===== src/rtl/sar_pkg.sv =====
package sar_pkg;

    typedef enum logic [1:0] {
        ST_IDLE   = 2'd0,
        ST_SMP_A  = 2'd1,
        ST_SMP_B  = 2'd2,
        ST_SEARCH = 2'd3
    } sar_state_e;

endpackage


===== src/rtl/sar_prescaler.sv =====
module sar_prescaler #(
    parameter int PRS_W = 5
) (
    input  logic             clk,
    input  logic             rst_n,
    input  logic             clr_i,
    input  logic             run_i,
    input  logic [PRS_W-1:0] prs_i,
    output logic             tick_o
);
    localparam int CW = PRS_W + 1;

    typedef struct packed {
        logic [CW-1:0] cnt;
    } pre_t;

    pre_t          pre_d, pre_q;
    logic [CW-1:0] limit;
    logic          tick;

    always_comb begin
        pre_d = pre_q;
        limit = {prs_i, 1'b1};
        tick  = 1'b0;
        if (clr_i || !run_i) begin
            pre_d.cnt = '0;
        end else if (pre_q.cnt == limit) begin
            tick      = 1'b1;
            pre_d.cnt = '0;
        end else begin
            pre_d.cnt = pre_q.cnt + 1'b1;
        end
    end

    always_ff @(posedge clk or negedge rst_n) begin
        if (!rst_n) pre_q <= '0;
        else        pre_q <= pre_d;
    end

    assign tick_o = tick;
endmodule


===== src/rtl/sar_search.sv =====
module sar_search #(
    parameter int MAX_BITS = 10,
    parameter int LOW_BITS = 8
) (
    input  logic                clk,
    input  logic                rst_n,
    input  logic                clr_i,
    input  logic                seed_i,
    input  logic                step_i,
    input  logic                res8_i,
    input  logic                cmp_i,
    output logic [MAX_BITS-1:0] code_o,
    output logic [MAX_BITS-1:0] decided_o,
    output logic                last_o
);
    localparam logic [MAX_BITS-1:0] HI_MSB = MAX_BITS'(1) << (MAX_BITS - 1);
    localparam logic [MAX_BITS-1:0] LO_MSB = MAX_BITS'(1) << (LOW_BITS - 1);

    typedef struct packed {
        logic [MAX_BITS-1:0] sar;
        logic [MAX_BITS-1:0] mask;
    } srch_t;

    srch_t               s_d, s_q;
    logic [MAX_BITS-1:0] decided;

    always_comb begin
        s_d     = s_q;
        decided = cmp_i ? (s_q.sar & ~s_q.mask) : s_q.sar;
        if (clr_i) begin
            s_d.sar  = '0;
            s_d.mask = '0;
        end else if (seed_i) begin
            s_d.mask = res8_i ? LO_MSB : HI_MSB;
            s_d.sar  = res8_i ? LO_MSB : HI_MSB;
        end else if (step_i) begin
            s_d.mask = s_q.mask >> 1;
            s_d.sar  = decided | (s_q.mask >> 1);
        end
    end

    always_ff @(posedge clk or negedge rst_n) begin
        if (!rst_n) s_q <= '0;
        else        s_q <= s_d;
    end

    assign code_o    = s_q.sar;
    assign decided_o = decided;
    assign last_o    = s_q.mask[0];
endmodule


===== src/rtl/sar_conv_ctrl.sv =====
module sar_conv_ctrl
    import sar_pkg::*;
#(
    parameter int MAX_BITS    = 10,
    parameter int LOW_BITS    = 8,
    parameter int PRS_W       = 5,
    parameter int SMP_W       = 2,
    parameter int FIRST_TICKS = 2,
    parameter int SECOND_BASE = 2
) (
    input  logic                clk,
    input  logic                rst_n,
    input  logic                start_i,
    input  logic                abort_i,
    input  logic                res8_i,
    input  logic [SMP_W-1:0]    smp_sel_i,
    input  logic [PRS_W-1:0]    prs_i,
    input  logic                cmp_i,
    output logic [MAX_BITS-1:0] dac_code_o,
    output logic                sample_o,
    output logic                busy_o,
    output logic                done_o,
    output logic [MAX_BITS-1:0] result_o
);
    localparam int SMP_MAX = SECOND_BASE << ((1 << SMP_W) - 1);
    localparam int LEN_MAX = (SMP_MAX > FIRST_TICKS) ? SMP_MAX : FIRST_TICKS;
    localparam int TCW     = $clog2(LEN_MAX + 1);
    localparam int SHIFT   = MAX_BITS - LOW_BITS;

    typedef struct packed {
        sar_state_e          st;
        logic [TCW-1:0]      tcnt;
        logic                res8;
        logic [SMP_W-1:0]    sel;
        logic [PRS_W-1:0]    prs;
        logic                done;
        logic [MAX_BITS-1:0] result;
    } ctrl_t;

    ctrl_t               c_d, c_q;
    logic                tick;
    logic                start_ok;
    logic                seed;
    logic                step;
    logic [TCW-1:0]      stage2_last;
    logic [MAX_BITS-1:0] code;
    logic [MAX_BITS-1:0] decided;
    logic                last_bit;

    sar_prescaler #(.PRS_W(PRS_W)) u_pre (
        .clk    (clk),
        .rst_n  (rst_n),
        .clr_i  (start_ok || abort_i),
        .run_i  (c_q.st != ST_IDLE),
        .prs_i  (c_q.prs),
        .tick_o (tick)
    );

    sar_search #(.MAX_BITS(MAX_BITS), .LOW_BITS(LOW_BITS)) u_srch (
        .clk       (clk),
        .rst_n     (rst_n),
        .clr_i     (start_ok),
        .seed_i    (seed),
        .step_i    (step),
        .res8_i    (c_q.res8),
        .cmp_i     (cmp_i),
        .code_o    (code),
        .decided_o (decided),
        .last_o    (last_bit)
    );

    always_comb begin
        c_d         = c_q;
        c_d.done    = 1'b0;
        start_ok    = start_i && !abort_i && (c_q.st == ST_IDLE);
        seed        = 1'b0;
        step        = 1'b0;
        stage2_last = TCW'((SECOND_BASE << c_q.sel) - 1);
        if (abort_i) begin
            c_d.st   = ST_IDLE;
            c_d.tcnt = '0;
        end else begin
            case (c_q.st)
                ST_IDLE: begin
                    if (start_ok) begin
                        c_d.st   = ST_SMP_A;
                        c_d.tcnt = '0;
                        c_d.res8 = res8_i;
                        c_d.sel  = smp_sel_i;
                        c_d.prs  = prs_i;
                    end
                end
                ST_SMP_A: begin
                    if (tick) begin
                        if (c_q.tcnt == TCW'(FIRST_TICKS - 1)) begin
                            c_d.st   = ST_SMP_B;
                            c_d.tcnt = '0;
                        end else begin
                            c_d.tcnt = c_q.tcnt + 1'b1;
                        end
                    end
                end
                ST_SMP_B: begin
                    if (tick) begin
                        if (c_q.tcnt == stage2_last) begin
                            c_d.st   = ST_SEARCH;
                            c_d.tcnt = '0;
                            seed     = 1'b1;
                        end else begin
                            c_d.tcnt = c_q.tcnt + 1'b1;
                        end
                    end
                end
                ST_SEARCH: begin
                    if (tick) begin
                        step = 1'b1;
                        if (last_bit) begin
                            c_d.st     = ST_IDLE;
                            c_d.done   = 1'b1;
                            c_d.result = decided;
                        end
                    end
                end
                default: c_d.st = ST_IDLE;
            endcase
        end
    end

    always_ff @(posedge clk or negedge rst_n) begin
        if (!rst_n) c_q <= '0;
        else        c_q <= c_d;
    end

    assign busy_o     = (c_q.st != ST_IDLE);
    assign sample_o   = (c_q.st == ST_SMP_A) || (c_q.st == ST_SMP_B);
    assign done_o     = c_q.done;
    assign result_o   = c_q.result;
    assign dac_code_o = (c_q.st == ST_SEARCH) ? (c_q.res8 ? (code << SHIFT) : code) : '0;
endmodule


===== config.mk =====
export PLATFORM = sky130hd
export DESIGN_NAME = sar_conv_ctrl
export DESIGN_NICKNAME = d
export VERILOG_FILES = /design/src/rtl/sar_pkg.sv /design/src/rtl/sar_prescaler.sv /design/src/rtl/sar_search.sv /design/src/rtl/sar_conv_ctrl.sv
export SDC_FILE = /design/constraint.sdc
export NUM_CORES = 1
export LEC_CHECK = 0
export BUFFER_PORTS_ARGS = -buffer_cell sky130_fd_sc_hd__buf_2
export CAP_MARGIN = 20
export CORE_MARGIN = 8
export CORE_UTILIZATION = 52
export CTS_BUF_LIST = sky130_fd_sc_hd__clkbuf_16
export DETAILED_ROUTE_END_ITERATION = 10
export GPL_TIMING_DRIVEN = 0
export PLACE_DENSITY = 0.8
export SLEW_MARGIN = 30
export SYNTH_ARGS = -nofsm -noshare
export SYNTH_HDL_FRONTEND = slang
export SYNTH_SLANG_ARGS = --single-unit

===== constraint.sdc =====
create_clock -name clk -period 2.05 [get_ports clk]
set_input_delay 0 -clock clk [delete_from_list [all_inputs] [get_ports clk]]
set_output_delay 0 -clock clk [all_outputs]
set_load 0.05 [all_outputs]

==> results_dict.tcl <==
set metrics [dict create \
    finClkSkew_ps 4.760 \
    grt.overflow.total 0 \
    dpl_cell_area_um2 3065 \
    die_height_um 89.14 \
    finalHoldViolations 0 \
    routedWlPerCell_um 15.66 \
    synth_enable_flop_cells 0 \
    yosys-top-cells-area "dfrtp_1 (47%), nand2_1 (4.7%), mux2i_1 (4.3%)" \
    crit_type "flop to flop" \
    routed_wl_mm 6.421 \
    antenna_found_initial 0 \
    clk_pin_slew_worst_paths_ps 60 \
    cts_sinks 52 \
    power_density_nw_per_um2 941.9 \
    avgSynthCellArea_um2 10.08 \
    core_area_um2 5140 \
    areaGrowthSynthToFinish_pct 27.58 \
    yosys_warnings 0 \
    via_per_inst 5.446 \
    status "finished, final reports clean" \
    synth_cell_type_count 50 \
    crit_required_ps 2280 \
    drtIter0Drc 172 \
    grt_use_total_pct 16.80 \
    ir_drop_mv 0.7306 \
    cts_made_buffers 5 \
    crit_chain "buf_4 -> ha_2 -> a2111o_1 -> o311a_4 -> or3_1 -> a21oi_1 -> a21o_1" \
    synth_seq_cells 52 \
    slowest_stage "a2111o_1" \
    slew_violations 0 \
    fin_crit_ps 1979 \
    cts_max_level 2 \
    cts_tree "yes" \
    synthFlopType "dfrtp_1" \
    crit_family "compound AO/OA/AOI/OAI gates" \
    drc 0 \
    dieArea_um2 7945 \
    fin_crit_sh_pct 96.56 \
    max_freq_mhz 505.2 \
    grt_pass1_wl_mm 10.34 \
    postRouteAntennaNets 0 \
    grt_pass1_vias 2164 \
    p_total_uw 3342 \
    root_buffer "clkbuf_16" \
    port_buffers 35 \
    crit_path_start_kind "flop" \
    routabilityCongestion 0.8572 \
    worst_pin_slew_ps 647.4 \
    cellLeakagePower_uw 0.001749 \
    syn_area_um2 2781 \
    syn_nets 296 \
    synth_cells 276 \
    initial_core_util_pct 54.11 \
    critPathMaxStageDelay_ps 400 \
    die_w_um 89.14 \
    min_path_type "input pin to flop" \
    via_count 2233 \
    post-route-cell-area_um2 3548 \
    yosysTopAreaCellShare_pct 46.78 \
    endpoint_kind "flop" \
    insertion_delay_ps 290 \
    setup_violations 0 \
    crit_buf_inv 1 \
    slew_headroom_pct 56.84 \
    final_layout_size_suffix_gt1_share_pct 33.82 \
    maxCapViolations 0 \
    antenna_cells 0 \
    grt_start_max_net_pins 53 \
    cp_max_fo 9 \
    nets 359 \
    clockBufferDepth 2 \
    ioPinCount 36 \
    synth_area_leader_cell "dfrtp_1" \
    dp_hpwl_mm 4.176 \
    std_cell_rows 26 \
    drtPass1Iterations 4 \
    worstPathArrival_ps 2210 \
    async_flop_share_pct 100.0 \
    seq_area_frac_synth_pct 46.78 \
]
==> layout by cell type (no fill, tap or decap), drive strengths merged, types with 3 or more instances in the layout <==
| master | n |
|---|---|
| nand3 | 9 |
| buf | 63 |
| nand2b | 4 |
| mux2i | 12 |
| a21bo | 7 |
| nor2b | 10 |
| a21oi | 19 |
| nand4 | 7 |
| a21boi | 3 |
| dlygate4sd3 | 10 |
| o21ai | 16 |
| nand2 | 36 |
| mux2 | 11 |
| dfrtp | 52 |
| xnor2 | 6 |
| ha | 7 |
| clkbuf | 12 |
| inv | 13 |
| nor2 | 9 |
==> sequential cells by signal, summed over array words and instances (netlist names) <==
name,flops
c_q,15
result_o,10
u_srch.code_o,10
u_srch.s_q,9
u_pre.pre_q,6
done_o,1
u_srch.last_o,1
==> metrics by stage <==
step	utilization [%]	TNS (ps)	cells	hold WS [ps]	setup WS [ps]
after floorplan	-	0	276	-295.6	6.174
after CTS	66.85	-43.04	406	223.1	-22.99
after global routing	69.04	-43.09	410	252.8	-24.54
final	69.04	0	410	226.8	70.56
after global placement	59.59	-2027	381	232.2	-140.4
after detailed placement	59.64	-3505	381	73.13	-203.8
==> path summary, 6_finish.rpt <==
check,cells past startpoint,startpoint,end,slack [ps]
worst min-delay path,5,cmp_i,u_srch.code_o[9]$_DFFE_PN0P_,230
worst max-delay path,7,c_q[25]$_DFFE_PN0P_,c_q[23]$_DFFE_PN0P_,70
worst max register to register,7,c_q[25]$_DFFE_PN0P_,c_q[23]$_DFFE_PN0P_,70
worst min register to register,1,result_o[6]$_DFFE_PN0P_,result_o[6]$_DFFE_PN0P_,490
max in group asynchronous,2,rst_n,c_q[20]$_DFFE_PN0P_,1300
min in group asynchronous,2,rst_n,u_pre.pre_q[5]$_DFF_PN0_,280
==> cells in the mapped netlist (all sizes together) (2+ instances only) <==
library cell,instances
and3b,2
xnor2,6
nor2b,10
and3,2
xor2,2
nor2,9
nand4,7
a21bo,7
o21ai,16
nor3,2
a21oi,19
nor4,2
a21boi,3
buf,15
nand2b,4
mux2i,12
clkbuf,9
a21o,2
nand3,9
nand2,36
dfrtp,52
inv,12
mux2,11
ha,7
==> timing repair <==
action | 4_1_cts | 5_1_grt
hold buffers | 10 | 0
pin swaps | 3 | 6
gates cloned | 1 | 0
resized for setup | 12 | 22
endpoints found under the hold margin | 61 | 0
endpoints found under the setup margin | 30 | 39
buffers inserted | 7 | 7
==> layout make-up <==
type,instances,area [um^2]
inverter,12,47.55
fill,390,1592
tap,70,87.58
clock buffer,5,125.1
clock inverter,3,38.79
timing repair buffer,60,387.9
multi-input combinational,188,1419
buffer,20,138.9
sequential,52,1304
==> logic make-up (layout without fill, tap and decap cells) <==
| group | after synthesis | after routing | synth area share [%] |
|---|---|---|---|
| AOI/OAI and AO/OA | 62 | 62 | 15.21 |
| xor gates and xnor gates | 8 | 8 | 2.789 |
| adders and majority gates | 7 | 7 | 3.149 |
| buffers and inverters | 36 | 100 | 6.838 |
| DFF | 52 | 52 | 46.78 |
| muxes | 23 | 23 | 9.042 |
| and+or+nand+nor | 88 | 88 | 16.19 |
==> metal layers <==
metal | global-route usage (%) | share of wire [%]
met1 | 20.94 | 43
met2 | 28.22 | 50
met3 | 4.136 | 6.2
met4 | 4.532 | 1.2
met5 | 0 | 0
==> report_power, final <==
part / internal [uW] / switching (uW)
logic: 530 / 636
registers: 1130 / 118
clock network: 569 / 355
total: 2230 / 1110
==> worst register-to-register path, cell delays in order, from the launching register on <==
cell and delay (ps):
dfrtp_1 390, buf_4 140, ha_2 210, a2111o_1 400
o311a_4 170, or3_1 360, a21oi_1 150, a21o_1 100
No activity file was read; power rests on OpenSTA's default activity.
